--- src/rtl/drr_pkg.sv ---
package drr_pkg;
  localparam int LEN_W = 11;
  localparam int DEF_W = LEN_W + 1;

  typedef logic [LEN_W-1:0] len_t;
  typedef logic [DEF_W-1:0] def_t;

  // credit granted at the start of a turn; zero quantum picks the default
  function automatic def_t visit_credit(def_t d, len_t q, len_t dflt);
    len_t eff;
    eff = (q == '0) ? dflt : q;
    return d + DEF_W'(eff);
  endfunction

  function automatic logic head_fits(len_t h, def_t d);
    return DEF_W'(h) <= d;
  endfunction

  function automatic def_t charge(def_t d, len_t h);
    return d - DEF_W'(h);
  endfunction
endpackage

--- src/rtl/drr_len_fifo.sv ---
module drr_len_fifo import drr_pkg::*; #(
  parameter int DEPTH = 8
) (
  input  logic clk,
  input  logic rst_n,
  input  logic push,
  input  len_t push_len,
  input  logic pop,
  output len_t head_len,
  output len_t next_len,
  output logic empty,
  output logic full,
  output logic single
);
  localparam int PW = (DEPTH > 1) ? $clog2(DEPTH) : 1;
  localparam int CW = $clog2(DEPTH + 1);

  len_t          mem [DEPTH];
  logic [PW-1:0] rd_q, wr_q;
  logic [CW-1:0] cnt_q;

  function automatic logic [PW-1:0] bump(logic [PW-1:0] p);
    return (p == PW'(DEPTH - 1)) ? '0 : p + 1'b1;
  endfunction

  always_ff @(posedge clk or negedge rst_n) begin
    if (!rst_n) begin
      rd_q  <= '0;
      wr_q  <= '0;
      cnt_q <= '0;
    end else begin
      if (push) wr_q <= bump(wr_q);
      if (pop)  rd_q <= bump(rd_q);
      cnt_q <= cnt_q + CW'(push) - CW'(pop);
    end
  end

  always_ff @(posedge clk) begin
    if (push) mem[wr_q] <= push_len;
  end

  assign head_len = mem[rd_q];
  assign next_len = mem[bump(rd_q)];
  assign empty    = (cnt_q == '0);
  assign full     = (cnt_q == CW'(DEPTH));
  assign single   = (cnt_q == CW'(1));

  // the scheduler must never push into a full queue
  a_r10_no_overflow: assert property (@(posedge clk) disable iff (!rst_n)
    push |-> !full);
  // a grant is only taken from a queue holding a packet
  a_r5_no_underflow: assert property (@(posedge clk) disable iff (!rst_n)
    pop |-> !empty);
endmodule

--- src/rtl/drr_active_list.sv ---
module drr_active_list #(
  parameter int FLOWS = 4,
  parameter int FW    = 2
) (
  input  logic          clk,
  input  logic          rst_n,
  input  logic          pop,
  input  logic          push_a,
  input  logic [FW-1:0] id_a,
  input  logic          push_b,
  input  logic [FW-1:0] id_b,
  output logic [FW-1:0] head_id,
  output logic          empty
);
  localparam int PW = (FLOWS > 1) ? $clog2(FLOWS) : 1;
  localparam int CW = $clog2(FLOWS + 1);

  logic [FW-1:0] ring [FLOWS];
  logic [PW-1:0] hd_q, tl_q;
  logic [CW-1:0] cnt_q;

  function automatic logic [PW-1:0] adv(logic [PW-1:0] p, int k);
    int t;
    t = int'(p) + k;
    if (t >= FLOWS) t = t - FLOWS;
    return PW'(t);
  endfunction

  // requeued flow (a) is written before a newly joining flow (b)
  always_ff @(posedge clk or negedge rst_n) begin
    if (!rst_n) begin
      hd_q  <= '0;
      tl_q  <= '0;
      cnt_q <= '0;
      for (int i = 0; i < FLOWS; i++) ring[i] <= '0;
    end else begin
      if (push_a) ring[tl_q] <= id_a;
      if (push_b) ring[adv(tl_q, push_a ? 1 : 0)] <= id_b;
      tl_q  <= adv(tl_q, (push_a ? 1 : 0) + (push_b ? 1 : 0));
      if (pop) hd_q <= adv(hd_q, 1);
      cnt_q <= cnt_q + CW'(push_a) + CW'(push_b) - CW'(pop);
    end
  end

  assign head_id = ring[hd_q];
  assign empty   = (cnt_q == '0);

  // a flow is listed at most once, so the ring never overfills
  a_r6_ring_bound: assert property (@(posedge clk) disable iff (!rst_n)
    (32'(cnt_q) + 32'(push_a) + 32'(push_b) - 32'(pop)) <= FLOWS);
  // a turn starts only from a listed flow
  a_r7_pop_listed: assert property (@(posedge clk) disable iff (!rst_n)
    pop |-> !empty);
endmodule

--- src/rtl/drr_sched.sv ---
module drr_sched import drr_pkg::*; #(
  parameter int NUM_FLOWS       = 4,
  parameter int FIFO_DEPTH      = 8,
  parameter int DEFAULT_QUANTUM = 200,
  localparam int FLOW_W = (NUM_FLOWS > 1) ? $clog2(NUM_FLOWS) : 1
) (
  input  logic                       clk,
  input  logic                       rst_n,
  input  logic                       enq_valid,
  input  logic [FLOW_W-1:0]          enq_flow,
  input  logic [LEN_W-1:0]           enq_len,
  output logic                       enq_ready,
  input  logic [NUM_FLOWS*LEN_W-1:0] quantum_cfg,
  output logic                       gnt_valid,
  input  logic                       gnt_ready,
  output logic [FLOW_W-1:0]          gnt_flow,
  output logic [LEN_W-1:0]           gnt_len
);
  localparam len_t DQ = LEN_W'(DEFAULT_QUANTUM);

  // per-flow queue status
  len_t                 f_head [NUM_FLOWS];
  len_t                 f_next [NUM_FLOWS];
  logic [NUM_FLOWS-1:0] f_empty, f_full, f_single, f_push, f_pop;

  // scheduler state
  def_t                 deficit_q [NUM_FLOWS];
  logic [NUM_FLOWS-1:0] member_q;
  logic                 cur_valid_q;
  logic [FLOW_W-1:0]    cur_q;

  // named events
  logic              flow_ok, enq_fire, join_ev;
  logic              visit_ev, visit_fit, grant_ev;
  logic              same_flow_enq, drained, keep_going, turn_over;
  logic              list_empty, push_a;
  logic [FLOW_W-1:0] vf, id_a;
  def_t              credited, spent;
  len_t              follow_len;

  function automatic len_t quantum_of(logic [FLOW_W-1:0] f);
    return quantum_cfg[f*LEN_W +: LEN_W];
  endfunction

  generate
    if ((1 << FLOW_W) == NUM_FLOWS) begin : g_pow2
      assign flow_ok = 1'b1;
    end else begin : g_npow2
      assign flow_ok = ({1'b0, enq_flow} < (FLOW_W + 1)'(NUM_FLOWS));
    end
  endgenerate

  assign enq_ready = flow_ok && !f_full[enq_flow];
  assign enq_fire  = enq_valid && enq_ready && (enq_len != '0);
  assign join_ev   = enq_fire && !member_q[enq_flow];

  // turn start: credit the quantum, keep the flow if its head fits
  assign visit_ev  = gnt_ready && !cur_valid_q && !list_empty;
  assign credited  = visit_credit(deficit_q[vf], quantum_of(vf), DQ);
  assign visit_fit = head_fits(f_head[vf], credited);

  // grant, with lookahead at the following head to close the turn early
  assign grant_ev      = cur_valid_q && gnt_ready;
  assign spent         = charge(deficit_q[cur_q], f_head[cur_q]);
  assign same_flow_enq = enq_fire && (enq_flow == cur_q);
  assign drained       = grant_ev && f_single[cur_q] && !same_flow_enq;
  assign follow_len    = f_single[cur_q] ? enq_len : f_next[cur_q];
  assign keep_going    = grant_ev && !drained && head_fits(follow_len, spent);
  assign turn_over     = grant_ev && !drained && !keep_going;

  assign push_a = (visit_ev && !visit_fit) || turn_over;
  assign id_a   = visit_ev ? vf : cur_q;

  genvar gi;
  generate
    for (gi = 0; gi < NUM_FLOWS; gi++) begin : g_flow
      assign f_push[gi] = enq_fire && (enq_flow == FLOW_W'(gi));
      assign f_pop[gi]  = grant_ev && (cur_q == FLOW_W'(gi));

      drr_len_fifo #(.DEPTH(FIFO_DEPTH)) u_fifo (
        .clk      (clk),
        .rst_n    (rst_n),
        .push     (f_push[gi]),
        .push_len (enq_len),
        .pop      (f_pop[gi]),
        .head_len (f_head[gi]),
        .next_len (f_next[gi]),
        .empty    (f_empty[gi]),
        .full     (f_full[gi]),
        .single   (f_single[gi])
      );

      // a flow outside the service order holds no credit
      a_r5_idle_zero: assert property (@(posedge clk) disable iff (!rst_n)
        !member_q[gi] |-> (deficit_q[gi] == '0));
      // every listed or served flow has a packet waiting
      a_r6_member_nonempty: assert property (@(posedge clk) disable iff (!rst_n)
        member_q[gi] |-> !f_empty[gi]);
    end
  endgenerate

  drr_active_list #(.FLOWS(NUM_FLOWS), .FW(FLOW_W)) u_list (
    .clk     (clk),
    .rst_n   (rst_n),
    .pop     (visit_ev),
    .push_a  (push_a),
    .id_a    (id_a),
    .push_b  (join_ev),
    .id_b    (enq_flow),
    .head_id (vf),
    .empty   (list_empty)
  );

  always_ff @(posedge clk or negedge rst_n) begin
    if (!rst_n) begin
      cur_valid_q <= 1'b0;
      cur_q       <= '0;
      member_q    <= '0;
      for (int i = 0; i < NUM_FLOWS; i++) deficit_q[i] <= '0;
    end else begin
      if (visit_ev && visit_fit) begin
        cur_valid_q <= 1'b1;
        cur_q       <= vf;
      end else if (drained || turn_over) begin
        cur_valid_q <= 1'b0;
      end
      for (int i = 0; i < NUM_FLOWS; i++) begin
        if (visit_ev && (vf == FLOW_W'(i)))
          deficit_q[i] <= credited;
        else if (grant_ev && (cur_q == FLOW_W'(i)))
          deficit_q[i] <= drained ? '0 : spent;
        if (join_ev && (enq_flow == FLOW_W'(i)))
          member_q[i] <= 1'b1;
        else if (drained && (cur_q == FLOW_W'(i)))
          member_q[i] <= 1'b0;
      end
    end
  end

  assign gnt_valid = cur_valid_q;
  assign gnt_flow  = cur_q;
  assign gnt_len   = f_head[cur_q];

  // an offered packet is always covered by its flow's deficit
  a_r3_grant_fits: assert property (@(posedge clk) disable iff (!rst_n)
    gnt_valid |-> (DEF_W'(gnt_len) <= deficit_q[gnt_flow]));
  // a stalled grant is held unchanged
  a_r8_hold_stable: assert property (@(posedge clk) disable iff (!rst_n)
    (gnt_valid && !gnt_ready) |=> (gnt_valid && $stable(gnt_flow) && $stable(gnt_len)));
  // no scheduling progress while the link is not ready
  a_r9_frozen: assert property (@(posedge clk) disable iff (!rst_n)
    !gnt_ready |=> ($stable(cur_valid_q) && $stable(cur_q)));
  // a turn whose head fits offers a grant on the next cycle
  a_r11_one_cycle_visit: assert property (@(posedge clk) disable iff (!rst_n)
    (visit_ev && visit_fit) |=> gnt_valid);
endmodule

--- config.mk ---
export PLATFORM = sky130hd
export DESIGN_NAME = drr_sched
export DESIGN_NICKNAME = d
export VERILOG_FILES = /design/src/rtl/drr_pkg.sv /design/src/rtl/drr_len_fifo.sv /design/src/rtl/drr_active_list.sv /design/src/rtl/drr_sched.sv
export SDC_FILE = /design/constraint.sdc
export NUM_CORES = 1
export LEC_CHECK = 0
export BUFFER_PORTS_ARGS = -buffer_cell sky130_fd_sc_hd__buf_2
export CORE_ASPECT_RATIO = 0.8
export CORE_MARGIN = 8
export CORE_UTILIZATION = 49
export CTS_BUF_LIST = sky130_fd_sc_hd__clkbuf_4
export CTS_CLUSTER_DIAMETER = 120
export DETAILED_ROUTE_END_ITERATION = 8
export GPL_ROUTABILITY_DRIVEN = 0
export PLACE_DENSITY = 0.67
export REMOVE_ABC_BUFFERS = 1
export SKIP_CTS_REPAIR_TIMING = 1
export SYNTH_ARGS = -nofsm -noshare
export SYNTH_HDL_FRONTEND = slang
export SYNTH_HIERARCHICAL = 1
export SYNTH_SLANG_ARGS = --single-unit
--- constraint.sdc ---
create_clock -name clk -period 7.84 [get_ports clk]
set_clock_uncertainty 0.1 [all_clocks]
set_input_delay 0.784 -clock clk [delete_from_list [all_inputs] [get_ports clk]]
set_output_delay 0.784 -clock clk [all_outputs]
set_load 0.01 [all_outputs]
==> results.md <==
* First-pass GRT wire length at 106 mm
* Max clock buf depth at 3
* Die Y at 221 um
* DRC viols at 0
* Antenna violations before repair at 4
* Core Region at 52,200 sq um
* Num rows at 75
* Min-Delay Path Class: in -> reg
* Critical path launch point type: register
* Critical path type: reg -> reg
* Max-slew violation count at 0
* I/O pin cnt at 76
* Total global routing overflow at 0
* Avg Cell Area, Syn at 15.4 sq um
* Largest net degree at the start of global routing at 61
* Worst Tran Pin Value at 1.45 ns
* Clk_lat worst skew at 0.91 ns
* Commonest cells after routing, fill and taps aside: edfxtp_1, clkbuf_4, mux4_2
* CTS sink count at 462
* Clock H-tree levels at 3
* Synth-to-layout area growth at 10.7%
* CTS tree: yes
* All-Layer GR Usage at 23.2%
* Final Hold Viols at 0
* Post-DP HPWL at 48.4 mm
* Worst path required time at 8.56 ns
* Tcrit/Tclk final at 92.7%
* Initial Utilization at 49.3%
* TNS Setup at 0 ns
* Vias in the first global route at 16,835
* Die area at 60,100 sq um
* Final non-filler cell total at 2,626
* Status: completed
* Mapped Cells at 1,669
* Synthesis Warnings at 6
* Critical path fanouts, max at 27
* Share of layout cells above drive strength 1 at 32.5%
* Final Core Density at 54.5%
* Fmax achieved at 138 MHz
* Commonest non-fill, non-tap cell in the layout: edfxtp_1
* TritonRoute pass-1 iters at 5
* Post-route antenna net violation count at 0
* Cells after DPL at 2,402
* Max-Slew Margin vs Limit at 2.64%
* Final net count at 1,988
* Kind of end point of the critical path: register
* Initial DRC count at 1,979
* Vias per std cell at 6.38
* Setup-failing EPs final at 0
* Die width at 272 um
* Cts bufs inserted at 112
* Maxcap violations at 0
* Root buffer selected by CTS: clkbuf_4
* WP data arrival at 7.99 ns
* Via count at 16,754
* Min Clock Period, post-route at 7.27 ns
* Wire length per cell at 26.9 um
* Number of I/O port buffers at 75
* RSZ-0062 raised after global routing: no
* Post-Syn Area at 25,700 sq um
* Detailed Route WL at 70.6 mm
* CTS clk-pin slew, worst paths at 0.07 ns
* Fillers at 4,233
==> layout make-up <==
class | instances | area [sq um] | area share, %
diodes | 4 | 10.0 | 0.0352
clock buffers | 174 | 1310 | 4.59
clock inverters | 37 | 161 | 0.567
inverters | 65 | 244 | 0.857
multi-input cells | 1041 | 11600 | 40.7
flip-flops and latches | 462 | 13300 | 46.8
well taps | 693 | 867 | 3.05
repair buffers | 150 | 968 | 3.40
==> worst max-delay path, cell delays in order, from the launching register on <==
cell and delay, ns:
dfrtp_1 0.43, mux4_2 0.85, mux4_2 0.45, nor4_1 0.29, nand3_1 0.17, nand2b_1 0.11
ha_1 0.19, o21ai_0 0.13, o21ai_0 0.40, nand2_1 0.17, xor2_1 0.42, ha_1 0.35
a2111oi_0 0.47, o221ai_1 0.24, a221oi_1 0.70, nor3_1 0.19, a32o_1 0.36, fa_1 0.47
fa_1 0.39, xnor2_1 0.17, xnor2_1 0.14
==> path summary, 6_finish.rpt <==
check | from | end | slack [ns] | cells after the start
worst max-delay path | u_list/hd_q[1] | u_list/cnt_q[2] | 0.57 | 20
worst min-delay path | enq_flow[1] | u_list/ring[5] | 0.24 | 2
worst max register to register | u_list/hd_q[1] | u_list/cnt_q[2] | 0.57 | 20
worst min register to register | member_q[1] | member_q[1] | 0.39 | 1
max in group asynchronous | rst_n | gnt_flow[1] | 5.82 | 3
min in group asynchronous | rst_n | g_flow[1].u_fifo/cnt_q[3] | 0.39 | 2
==> sequential cells by signal (all words and copies together), names as in the netlist, 3 cells and up <==
register and flops:
u_list/cnt_q 3, g_flow.u_fifo/mem 352, member_q 4, g_flow.u_fifo/cnt_q 16, g_flow.u_fifo/rd_q 12, u_list/ring 8
deficit_q 48, g_flow.u_fifo/wr_q 12
==> metrics by stage <==
step,worst slack (ns),hold slack (ns),area (sq um)
3_5_place_dp,0.574,0.380,26900
2_1_floorplan,0.714,0.344,25100
5_1_grt,0.0181,0.175,28500
3_3_place_gp,0.842,0.366,26900
4_1_cts,0.533,-0.205,28400
6_report,0.574,0.245,28500
==> per-layer routing <==
metal,global-route usage [%],part of all wire [%]
met5,0,0
met4,7.88,3.2
met3,7.12,10
met2,34.0,45
met1,32.6,42
Power is not shown: default switching activity piles up to over one toggle a cycle in this logic, so the estimate is an artifact.
